--- config.mk ---
export PLATFORM = sky130hd
export DESIGN_NAME = ccd_serial_cfg
export DESIGN_NICKNAME = d
export VERILOG_FILES = /design/src/rtl/ccd_cfg_pkg.sv /design/src/rtl/ccd_ser_frame_rx.sv /design/src/rtl/ccd_line_events.sv /design/src/rtl/ccd_shadow_reg.sv /design/src/rtl/ccd_serial_cfg.sv
export SDC_FILE = /design/constraint.sdc
export NUM_CORES = 1
export LEC_CHECK = 0
export BUFFER_PORTS_ARGS = -buffer_cell sky130_fd_sc_hd__buf_2
export CAP_MARGIN = 15
export CORE_ASPECT_RATIO = 1.75
export CORE_UTILIZATION = 59
export CTS_CLUSTER_DIAMETER = 200
export DETAILED_ROUTE_END_ITERATION = 10
export PLACE_DENSITY = 0.87
export SLEW_MARGIN = 40
export SYNTH_ARGS = -nofsm -noshare
export SYNTH_HDL_FRONTEND = slang
export SYNTH_SLANG_ARGS = --single-unit
--- constraint.sdc ---
create_clock -name clk -period 2.8 [get_ports clk]
set_clock_uncertainty 0.1 [all_clocks]
set_input_delay 0 -clock clk [delete_from_list [all_inputs] [get_ports clk]]
set_output_delay 0 -clock clk [all_outputs]
set_load 0.02 [all_outputs]
--- src/rtl/ccd_cfg_pkg.sv ---
package ccd_cfg_pkg;
  localparam int FRAME_BITS = 48;
  localparam logic [7:0] CHIP_CODE = 8'h81;
  localparam logic [1:0] CAT_CTL = 2'b00;
  localparam logic [1:0] CAT_SHT = 2'b01;
  localparam logic [1:0] ADC_PHASE_RST = 2'b01;

  typedef enum logic [1:0] {
    PWR_RUN   = 2'd0,
    PWR_SLEEP = 2'd1,
    PWR_STBY  = 2'd2
  } pwr_e;

  // group applied on the vertical sync fall
  typedef struct packed {
    logic [2:0] drv;
    logic       pal;
    logic [7:0] af;
  } vd_grp_t;

  // control group applied on the readout-line horizontal fall
  typedef struct packed {
    logic [1:0] smd;
    logic [1:0] adc;
  } hd_ctl_t;

  // shutter group applied on the readout-line horizontal fall
  typedef struct packed {
    logic [9:0]  vcnt;
    logic [11:0] hcnt;
    logic [9:0]  pos;
  } sht_t;

  localparam hd_ctl_t HD_CTL_RST = '{smd: 2'b00, adc: ADC_PHASE_RST};

  function automatic logic chip_ok(input logic [FRAME_BITS-1:0] f);
    return f[7:0] == CHIP_CODE;
  endfunction

  function automatic pwr_e pwr_decode(input logic [1:0] code);
    if (!code[0])      return PWR_RUN;
    else if (!code[1]) return PWR_SLEEP;
    else               return PWR_STBY;
  endfunction

  function automatic vd_grp_t get_vd_grp(input logic [FRAME_BITS-1:0] f);
    vd_grp_t g;
    g.drv = f[12:10];
    g.pal = f[15];
    g.af  = f[23:16];
    return g;
  endfunction

  function automatic hd_ctl_t get_hd_ctl(input logic [FRAME_BITS-1:0] f);
    hd_ctl_t g;
    g.smd = f[14:13];
    g.adc = f[37:36];
    return g;
  endfunction

  function automatic sht_t get_sht(input logic [FRAME_BITS-1:0] f);
    sht_t g;
    g.vcnt = f[19:10];
    g.hcnt = f[31:20];
    g.pos  = f[41:32];
    return g;
  endfunction
endpackage

--- src/rtl/ccd_ser_frame_rx.sv ---
module ccd_ser_frame_rx
  import ccd_cfg_pkg::*;
#(
  parameter int SYNC_STAGES = 2
) (
  input  logic                  clk,
  input  logic                  rst_n,
  input  logic                  ser_clk_i,
  input  logic                  ser_dat_i,
  input  logic                  ser_stb_i,
  output logic                  frame_ok_o,
  output logic [FRAME_BITS-1:0] frame_o
);
  localparam int CNT_MAX = FRAME_BITS + 1;
  localparam int CNT_W   = $clog2(CNT_MAX + 1);
  localparam logic [2:0] SYNC_RST = 3'b100; // strobe idles high

  logic [2:0] stg [SYNC_STAGES];
  logic       clk_s, dat_s, stb_s;
  logic       prev_clk, prev_stb;
  logic       clk_rise, stb_rise;
  logic [CNT_W-1:0]      bit_cnt;
  logic [FRAME_BITS-1:0] shreg;

  always_ff @(posedge clk or negedge rst_n) begin
    if (!rst_n) begin
      for (int i = 0; i < SYNC_STAGES; i++) stg[i] <= SYNC_RST;
    end else begin
      stg[0] <= {ser_stb_i, ser_dat_i, ser_clk_i};
      for (int i = 1; i < SYNC_STAGES; i++) stg[i] <= stg[i-1];
    end
  end

  assign {stb_s, dat_s, clk_s} = stg[SYNC_STAGES-1];
  assign clk_rise = clk_s & ~prev_clk;
  assign stb_rise = stb_s & ~prev_stb;

  always_ff @(posedge clk or negedge rst_n) begin
    if (!rst_n) begin
      prev_clk <= 1'b0;
      prev_stb <= 1'b1;
      bit_cnt  <= '0;
      shreg    <= '0;
    end else begin
      prev_clk <= clk_s;
      prev_stb <= stb_s;
      if (stb_s) begin
        bit_cnt <= '0;
      end else if (clk_rise) begin
        shreg <= {dat_s, shreg[FRAME_BITS-1:1]};
        if (bit_cnt != CNT_W'(CNT_MAX)) bit_cnt <= bit_cnt + 1'b1;
      end
    end
  end

  assign frame_ok_o = stb_rise && (bit_cnt == CNT_W'(FRAME_BITS)) && chip_ok(shreg);
  assign frame_o    = shreg;
endmodule

--- src/rtl/ccd_line_events.sv ---
module ccd_line_events #(
  parameter int SYNC_STAGES = 2
) (
  input  logic clk,
  input  logic rst_n,
  input  logic hsync_i,
  input  logic vsync_i,
  input  logic readout_line_i,
  output logic hd_apply_o,
  output logic vd_fall_o
);
  localparam logic [2:0] SYNC_RST = 3'b011; // syncs idle high

  logic [2:0] stg [SYNC_STAGES];
  logic       ro_s, vs_s, hs_s;
  logic       prev_vs, prev_hs;

  always_ff @(posedge clk or negedge rst_n) begin
    if (!rst_n) begin
      for (int i = 0; i < SYNC_STAGES; i++) stg[i] <= SYNC_RST;
      prev_vs <= 1'b1;
      prev_hs <= 1'b1;
    end else begin
      stg[0] <= {readout_line_i, vsync_i, hsync_i};
      for (int i = 1; i < SYNC_STAGES; i++) stg[i] <= stg[i-1];
      prev_vs <= vs_s;
      prev_hs <= hs_s;
    end
  end

  assign {ro_s, vs_s, hs_s} = stg[SYNC_STAGES-1];
  assign vd_fall_o  = prev_vs & ~vs_s;
  assign hd_apply_o = prev_hs & ~hs_s & ro_s;
endmodule

--- src/rtl/ccd_shadow_reg.sv ---
module ccd_shadow_reg #(
  parameter int           W       = 8,
  parameter logic [W-1:0] RST_VAL = '0
) (
  input  logic         clk,
  input  logic         rst_n,
  input  logic         wr_i,
  input  logic [W-1:0] din_i,
  input  logic         apply_i,
  output logic [W-1:0] q_o
);
  logic [W-1:0] pend;

  always_ff @(posedge clk or negedge rst_n) begin
    if (!rst_n) begin
      pend <= RST_VAL;
      q_o  <= RST_VAL;
    end else begin
      if (wr_i)    pend <= din_i;
      if (apply_i) q_o  <= pend;
    end
  end
endmodule

--- src/rtl/ccd_serial_cfg.sv ---
module ccd_serial_cfg
  import ccd_cfg_pkg::*;
#(
  parameter int SYNC_STAGES = 2
) (
  input  logic        clk,
  input  logic        rst_n,
  input  logic        ser_clk_i,
  input  logic        ser_dat_i,
  input  logic        ser_stb_i,
  input  logic        hsync_i,
  input  logic        vsync_i,
  input  logic        readout_line_i,
  output logic [2:0]  drv_mode_o,
  output logic [1:0]  sht_mode_o,
  output logic        pat_pal_o,
  output logic [7:0]  af_shift_o,
  output logic [1:0]  adc_phase_o,
  output logic [1:0]  pwr_state_o,
  output logic [9:0]  sht_vcnt_o,
  output logic [11:0] sht_hcnt_o,
  output logic [9:0]  sht_pos_o
);
  localparam int VD_W  = $bits(vd_grp_t);
  localparam int HDC_W = $bits(hd_ctl_t);
  localparam int SHT_W = $bits(sht_t);

  logic                  frame_ok;
  logic [FRAME_BITS-1:0] frame;
  logic                  ctl_wr, sht_wr;
  logic                  hd_apply, vd_fall;
  vd_grp_t               vd_q;
  hd_ctl_t               hdc_q;
  sht_t                  sht_q;
  pwr_e                  pwr_q;

  ccd_ser_frame_rx #(.SYNC_STAGES(SYNC_STAGES)) rx_i (
    .clk        (clk),
    .rst_n      (rst_n),
    .ser_clk_i  (ser_clk_i),
    .ser_dat_i  (ser_dat_i),
    .ser_stb_i  (ser_stb_i),
    .frame_ok_o (frame_ok),
    .frame_o    (frame)
  );

  ccd_line_events #(.SYNC_STAGES(SYNC_STAGES)) ev_i (
    .clk            (clk),
    .rst_n          (rst_n),
    .hsync_i        (hsync_i),
    .vsync_i        (vsync_i),
    .readout_line_i (readout_line_i),
    .hd_apply_o     (hd_apply),
    .vd_fall_o      (vd_fall)
  );

  // category routing; test category falls through unused
  assign ctl_wr = frame_ok && (frame[9:8] == CAT_CTL);
  assign sht_wr = frame_ok && (frame[9:8] == CAT_SHT);

  ccd_shadow_reg #(.W(VD_W), .RST_VAL('0)) vd_reg_i (
    .clk(clk), .rst_n(rst_n), .wr_i(ctl_wr), .din_i(get_vd_grp(frame)),
    .apply_i(vd_fall), .q_o(vd_q)
  );

  ccd_shadow_reg #(.W(HDC_W), .RST_VAL(HD_CTL_RST)) hdc_reg_i (
    .clk(clk), .rst_n(rst_n), .wr_i(ctl_wr), .din_i(get_hd_ctl(frame)),
    .apply_i(hd_apply), .q_o(hdc_q)
  );

  ccd_shadow_reg #(.W(SHT_W), .RST_VAL('0)) sht_reg_i (
    .clk(clk), .rst_n(rst_n), .wr_i(sht_wr), .din_i(get_sht(frame)),
    .apply_i(hd_apply), .q_o(sht_q)
  );

  // power state acts on the strobe rise itself
  always_ff @(posedge clk or negedge rst_n) begin
    if (!rst_n)      pwr_q <= PWR_RUN;
    else if (ctl_wr) pwr_q <= pwr_decode(frame[39:38]);
  end

  assign drv_mode_o  = vd_q.drv;
  assign pat_pal_o   = vd_q.pal;
  assign af_shift_o  = vd_q.af;
  assign sht_mode_o  = hdc_q.smd;
  assign adc_phase_o = hdc_q.adc;
  assign pwr_state_o = pwr_q;
  assign sht_vcnt_o  = sht_q.vcnt;
  assign sht_hcnt_o  = sht_q.hcnt;
  assign sht_pos_o   = sht_q.pos;
endmodule

* Word-level counts from Yosys, hierarchy flattened *
Cells that the tools add are included.

word-level totals
  flip-flop bits (word level) = 168
  input bits = 8
  logic and storage cells = 46
  output and inout bits = 50

operators by class
  $add $sub $neg = 1
  reductions and logical operators = 9
  bitwise gates (word level) = 10
  multiplexer cells = 5
  eq/ne operators = 4

operators with widths
  operator                                       number
  two-way mux 6 bit                              3
  == test 8 bit, second input constant           1
  adder 6 x 1 -> 6 bit, second input constant    1
  == test 6 bit, second input constant           1
  != test 6 bit, second input constant           1
  bitwise AND 1 bit                              5
  NOT 1 bit                                      5
  logical AND 1 bit                              4
  two-way mux 2 bit                              2
  AND reduction 2 bit                            2
  nonzero test 2 bit                             2
  == test 2 x 1 -> 1 bit, second input constant  1
  zero test 2 bit                                1

* Logic depth before layout (Yosys ltp) *
Gate-level depths: netlist (run 1).

  word-level depth = 5
  gate-level depth with buffers = 8
  mapped depth without buffers = 6

* Hierarchy *
Synthesis (run 1) repeated with hierarchy kept, for this count alone.

unflattened totals
  cells, all modules = 376
  area, all modules = 6727.7 um2

modules (own cells, without submodules)
  module                       area each (um2)  instances  cells each
  ccd_shadow_reg at sht_reg_i  2690.1           1          136
  ccd_ser_frame_rx             2436.1           1          155
  ccd_shadow_reg at vd_reg_i   968.4            1          50
  ccd_shadow_reg at hdc_reg_i  292.8            1          16
  ccd_line_events              222.7            1          10
  ccd_serial_cfg               117.6            1          9

* Worst setup path before layout (run 1) *
OpenSTA, ideal clock, no wires.

  path type = reg2reg
  start = register rx_i.stg (netlist bit rx_i.stb_s)
  end = register sht_reg_i.pend[0]
  clock period less this slack = 2026 ps
  path buffers = 3
  library setup time = 125 ps
  arrival = 1801 ps
  stages on the path, launching flop included = 8
  path slack = 774 ps
  path through = dfstp_2 > buf_4 > nor4b_4 > nand4_4 > or2_1 > buf_6 > buf_12 > mux2_4

between the ends
  word-level cells in the longest chain between the ends = 4

ends and longest elaborated chain
  what                             line                    RTL
  start, declared                  ccd_ser_frame_rx.sv:18  logic [2:0] stg [SYNC_STAGES];
  bitwise AND 1 bit                ccd_ser_frame_rx.sv:36  assign stb_rise = stb_s & ~prev_stb;
  logical AND 1 bit (2 in series)  ccd_ser_frame_rx.sv:56  assign frame_ok_o = stb_rise && (bit_cnt == CNT_W'(FRAME_BITS)) && chip_ok(shreg);
  logical AND 1 bit                ccd_serial_cfg.sv:59    assign sht_wr = frame_ok && (frame[9:8] == CAT_SHT);
  end signal, assigned             ccd_shadow_reg.sv:19    if (wr_i) pend <= din_i;
  end, declared                    ccd_shadow_reg.sv:12    logic [W-1:0] pend;

No other way between the ends.
A chain may end at the register's enable or synchronous reset.

* Final worst setup path (run 1) *
  start = register rx_i.stg (netlist bit rx_i.stb_s)
  end = register sht_reg_i.pend[15]

Same word-level chain as after synthesis.

==> flow_metrics.py, run 1 <==
metrics = {
    "global_routing": {
        "grt_pass1_vias": 3597,
        "grt_use_total_pct": 23.00,
        "antenna_found_initial": 0,
        "grt_pass1_wl_um": 18930,
        "grt_max_degree": 94,
        "grt-ovfl-total": 0,
    },
    "logic_synthesis": {
        "synth_area_leader_cell": "dfrtp_1",
        "yosysWarnings": 0,
        "yosysSeqAreaShare_pct": 65.79,
        "syn-cell-area_sq_mm": 0.006411,
        "synth_seq_cells": 168,
        "synth_top_area_share_pct": 61.28,
        "synthesis.nets": 384,
        "syn_avg_cell_area_sq_um": 17.19,
        "netlist_top_cells_area": "dfrtp_1 61%, mux2_2 20%, mux2_4 7.0%, dfstp_2 4.5%, buf_12 0.94%",
        "synth.distinct_cells": 32,
        "syn_inst": 373,
    },
    "sta": {
        "setup_ws_ns": 0.4458,
        "fmax_mhz": 424.8,
        "setup-tns-final_ns": 0,
        "post-route-min-period_ns": 2.354,
        "relSlewSlack_pct": 52.24,
        "hold_viol": 0,
        "fin_crit_sh_pct": 84.08,
        "setup-violations-final": 0,
        "worst_pin_slew_ns": 0.7165,
        "grt_setup_unrepaired": "no",
        "finalMaxSlewViolations": 0,
        "timing.hold.ws_ns": 0.08858,
    },
    "drt": {
        "avgViaCountPerCell": 5.556,
        "final_antenna_net_count": 0,
        "via_count": 3289,
        "first_pass_iters": 4,
        "drc_errors": 0,
        "wirelength_um": 11560,
        "drt_iter0_drc": 95,
        "routedWlPerCell_um": 19.53,
    },
    "floorplanning": {
        "ioPinCount": 58,
        "die_y_um": 139.9,
        "fp-row-count": 50,
        "start_util_pct": 60.28,
        "die_w_um": 80.80,
        "die_area_sq_mm": 0.01130,
        "core_sq_mm": 0.01064,
    },
    "clocking": {
        "cts_resized": 0,
        "cts_setup_buffers": 0,
        "htreeDepth": 4,
        "hold_buffers": 7,
        "clockBufferDepth": 2,
        "cts_tree": "built",
        "clkTransAtPathRegs_ns": 0.06,
        "clk_latency_ns": 0.42,
        "clock-root-buffer": "clkbuf_16",
        "cts_buffers": 17,
        "cts_sinks": 168,
    },
    "final_layout": {
        "multi_input_area_sq_mm": 0.002058,
        "fin_area_sq_mm": 0.007515,
        "utilization_pct": 70.66,
        "diodes": 0,
        "nets": 460,
        "final_cells": 592,
        "nFillCells": 663,
        "drive_gt1_share_pct": 55.63,
        "register_area_sq_mm": 0.004218,
        "synthToLayoutAreaGrowth_pct": 17.21,
    },
    "pwr": {
        "p_per_area_mw_per_mm2": 679.6,
        "finalPower_mw": 5.107,
        "vdd_drop_max_mv": 0.6173,
        "cellLeakagePower_nw": 3.972,
    },
    "critical_path": {
        "crit_required_ns": 3.00,
        "cp.arrival_ns": 2.55,
        "ff2ff_setup_slack_ns": 0.45,
        "crit_fanout": 23,
        "end_kind": "flop",
        "worst-setup-path-type": "reg -> reg",
        "cp-start-kind": "flop",
    },
    "placed_design": {
        "io_buffers": 57,
        "place_area_sq_mm": 0.006829,
        "dp_hpwl_um": 7338,
        "gp_congestion": 0.8073,
        "preCtsSetupSlack_ns": 0.4783,
        "dpl.cell_count": 553,
    },
    "hold_path": {
        "hold_class": "in -> async",
    },
    "job": {
        "maxCapViolations": 0,
    },
    "outcome": {
        "run_status": "complete, no violations",
    },
}
logic make-up after synthesis:
group	count (synthesis)	synth area share, %
flip-flops	168	65.79
multiplexers	143	26.85
AND/OR/NAND/NOR	25	3.103
buffers and inverters	21	2.225
AO/OA/AOI/OAI	8	0.7612
XOR/XNOR	5	0.6832
adder cells (fa/ha/maj)	3	0.5855
flip-flops by register name, summed over array words and instances, names as in the netlist, 2 cells and up:
| name | flops |
|---|---|
| ev_i.stg | 4 |
| vd_reg_i.q_o | 12 |
| sht_reg_i.pend | 32 |
| rx_i.bit_cnt | 6 |
| sht_reg_i.q_o | 32 |
| vd_reg_i.pend | 12 |
| pwr_state_o | 2 |
| hdc_reg_i.q_o | 4 |
| rx_i.stg | 3 |
| rx_i.frame_o | 48 |
| hdc_reg_i.pend | 4 |
layout make-up:
| cell class | instances | area share, % |
|---|---|---|
| clock buffers | 20 | 5.944 |
| clock inverters | 12 | 2.214 |
| inverters | 5 | 0.2498 |
| multi-input cells | 184 | 27.39 |
| flip-flops and latches | 168 | 56.13 |
| well taps | 130 | 2.165 |
| repair buffers | 73 | 5.911 |
power breakdown:
| part | total (mW) | internal (mW) | switching [mW] |
|---|---|---|---|
| Sequential | 2.55 | 2.50 | 0.0496 |
| Clock | 2.38 | 1.44 | 0.944 |
| Combinational | 0.172 | 0.0799 | 0.0922 |
synth_stat cells:
master and count:
clkbuf_1 7, o41ai_1 1, buf_4 2, nand2_1 3
mux2_4 30, buf_6 1, a211oi_1 1, and3_1 1
buf_12 3, dfstp_2 11, nor4b_4 2, buf_1 3
nand4_4 1, and4bb_4 1, mux2i_1 1, ha_1 3
nand3b_1 1, a21oi_1 1, dfrtp_1 157, and4bb_2 1
nor2_2 1, nor2b_1 1, or2_1 1, nor2_1 7
o21ai_0 4, inv_1 5, xnor2_1 2, nand4_1 3
nand2b_1 2, o31ai_1 1, xor2_1 3, mux2_2 112
routing by layer:
layer	global-route usage, %	share of wire [%]
met3	6.580	3.7
met4	9.305	2.7
met1	26.57	38
met2	39.27	55
met5	0	0
final timing paths:
kind | start | cells past startpoint | to
max | rx_i.stb_s | 5 | sht_reg_i.pend[15]
min | rst_n | 2 | sht_reg_i.pend[19]
max reg2reg | rx_i.stb_s | 5 | sht_reg_i.pend[15]
min reg2reg | rx_i.stg[3] | 0 | rx_i.clk_s
max in group asynchronous | rst_n | 3 | ev_i.stg[4]
min in group clk | hsync_i | 2 | ev_i.stg[3]
worst max-delay path, stage by stage (launching register included):
cell     delay, ns
dfstp_2       0.64
nor4b_4       0.29
nand4_4       0.16
or2_2         0.47
buf_12        0.24
mux2_4        0.32
cell usage in the layout (no fill, tap or decap), types with 2 or more instances in the layout:
cell type	synthesis	routed
dfrtp_1	157	157
mux2_2	112	112
buf_2	0	56
mux2_4	30	30
clkbuf_16	0	17
dfstp_2	11	11
buf_4	2	8
dlygate4sd3_1	0	7
nor2_1	7	6
inv_1	5	5
o21ai_0	4	4
clkinvlp_4	0	4
nand2_1	3	3
nand4_1	3	3
xor2_1	3	3
ha_1	3	3
bufinv_16	0	3
nor4b_4	2	2
nand2b_1	2	2
xnor2_1	2	2
clkbuf_1	7	2
clkinv_4	0	2
clkbuf_8	0	2
inv_6	0	2
(Power assumes the default switching activity.)
==> run 2, diff against run 1 <==
- CORE_UTILIZATION: 59 -> 53
- PLACE_DENSITY: 0.87 -> 0.83
- clock period: 2.8 -> 2 ns (I/O delays scaled with it)
==> run 2 against run 1 <==
- the run now ends with negative setup slack left
- via count increased by 0.91%
- utilization is 4.5 points lower
- cell count increased by 3.0%
- power increased by 34%
- fmax up 15%
- register-to-register slack worse by 0.49 ns
==> flow_metrics.py, run 2 (synthesis gave the netlist of run 1 again) <==
metrics = {
    "clocking": {
        "clockBufferDepth": 2,
        "htreeDepth": 4,
        "cts_tree": "built",
        "clkTransAtPathRegs_ns": 0.06,
        "cts_sinks": 168,
        "clk_latency_ns": 0.42,
        "cts_buffers": 17,
        "clock-root-buffer": "clkbuf_16",
    },
    "placed_design": {
        "io_buffers": 57,
        "preCtsSetupSlack_ns": -0.03365,
        "dpl.cell_count": 564,
        "gp_congestion": 0.8445,
        "dp_hpwl_um": 6853,
    },
    "critical_path": {
        "crit_fanout": 7,
        "r2r-start": "rx_i.bit_cnt[0]",
        "cp-startpoint": "rx_i.bit_cnt[0]",
        "end_kind": "flop",
        "cp-start-kind": "flop",
        "crit_required_ns": 2.20,
        "cp.arrival_ns": 2.24,
        "crit_end": "hdc_reg_i.pend[3]",
        "worst-setup-path-type": "reg -> reg",
        "timing.rr.end": "hdc_reg_i.pend[3]",
        "rr_worst_depth": 8,
        "ff2ff_setup_slack_ns": -0.04,
    },
    "floorplanning": {
        "die_y_um": 147.5,
        "start_util_pct": 55.05,
        "die_w_um": 85.14,
        "core_sq_mm": 0.01165,
        "die_area_sq_mm": 0.01256,
        "fp-row-count": 52,
        "ioPinCount": 58,
    },
    "global_routing": {
        "grt_pass1_wl_um": 18240,
        "grt_max_degree": 53,
        "grt-ovfl-total": 0,
        "antenna_found_initial": 0,
        "grt_use_total_pct": 19.35,
        "grt_pass1_vias": 3563,
    },
    "sta": {
        "hold_viol": 0,
        "timing.hold.ws_ns": 0.05302,
        "finalMaxSlewViolations": 0,
        "fin_crit_sh_pct": 102.1,
        "worst_pin_slew_ns": 0.3699,
        "setup-violations-final": 15,
        "setup_ws_ns": -0.04261,
        "grt_setup_unrepaired": "yes",
        "relSlewSlack_pct": 75.34,
        "post-route-min-period_ns": 2.043,
        "fmax_mhz": 489.6,
    },
    "drt": {
        "first_pass_iters": 4,
        "via_count": 3319,
        "drc_errors": 0,
        "avgViaCountPerCell": 5.441,
        "routedWlPerCell_um": 18.65,
        "wirelength_um": 11380,
        "final_antenna_net_count": 0,
        "drt_iter0_drc": 157,
    },
    "pwr": {
        "cellLeakagePower_nw": 4.067,
        "power.internal_mw": 5.249,
        "pwr-share-clk_pct": 43.9,
        "p_per_area_mw_per_mm2": 886.6,
        "finalPower_mw": 6.836,
        "p_switching_mw": 1.587,
        "vdd_drop_max_mv": 0.6476,
        "power_frac_comb_pct": 4.0,
        "switching_share_pct": 23.22,
        "sequentialPowerShare_pct": 52.0,
    },
    "job": {
        "maxCapViolations": 0,
    },
    "outcome": {
        "violations": "negative setup slack",
        "run_status": "finished, violations left",
    },
    "final_layout": {
        "diodes": 0,
        "nets": 473,
        "largest_reg_flops": 48,
        "utilization_pct": 66.20,
        "mostFrequentLayoutCell": "dfrtp_1",
        "synthToLayoutAreaGrowth_pct": 20.26,
        "final_cells": 610,
        "final_cell_mix": "157 x dfrtp_1, 105 x mux2_2, 56 x buf_2",
        "drive_gt1_share_pct": 57.89,
    },
    "hold_path": {
        "hold_class": "in -> async",
    },
}
-- run 2: cell count changes in the layout (fill, tap and decap cells not counted), moves of 3 or more --
cell	delta
bufinv_16	-3
mux2_2	-7
mux2_4	+7
clkinv_2	+4
buf_12	+6
buf_4	+4
-- run 2: power groups by stage --
stage	Combinational [mW]	Sequential [mW]	Clock [mW]
after floorplan	0.135	3.60	0
after global placement	0.242	3.61	0
after detailed placement	0.255	3.62	0
after CTS	0.274	3.56	3.06
after global routing	0.305	3.57	3.20
final	0.274	3.56	3.00
-- run 2: per-stage QoR --
stage	TNS, ns	area [sq um]
global placement	0	6943
CTS	0	7620
finish	-0.4043	7710
global route	-0.9161	7710
detailed placement	-0.8649	6943
floorplan	-0.3337	6415
-- run 2: worst max-delay path: stages (launching register included) --
cell and delay (ns):
dfrtp_1 0.41, inv_2 0.08, ha_4 0.11, and4bb_2 0.25, nand4_4 0.11, buf_6 0.15
nor2_4 0.20, clkbuf_16 0.21, mux2_4 0.30
-- run 2: layer usage --
metal  GRT usage [%]  part of all wire, %  up-vias
met5               0                    0        -
met4           7.458                  1.6        0
met3           5.025                  2.8       16
met2           33.91                   55       65
met1           22.55                   41     1748
li1                -                    -     1490
-- run 2: repair_timing --
action,4_1_cts,5_1_grt
setup buffers,1,3
hold endpoints to repair,165,0
pin swaps,0,1
setup endpoints to repair,47,27
gates resized for setup,3,12
gates cloned,1,1
hold buffers,8,0
-- run 2: layout make-up --
type,instances,area [sq um]
multi-input cells,184,2105
well taps,135,168.9
flip-flops and latches,168,4218
clock inverters,15,118.9
inverters,5,18.77
clock buffers,17,425.4
repair buffers,86,655.6
fillers,765,3936
-- run 2: how the worst min path moves through the flow --
stage / to / slack (ns) / cells past startpoint
2_1_floorplan: ev_i.ro_s / -0.40 / 0
3_3_place_gp: sht_reg_i.q_o[2] / -0.17 / 1
3_5_place_dp: sht_reg_i.q_o[1] / -0.16 / 1
4_1_cts: hdc_reg_i.pend[0] / 0.04 / 2
5_1_grt: hdc_reg_i.pend[0] / 0.04 / 2
6_report: hdc_reg_i.pend[0] / 0.05 / 2
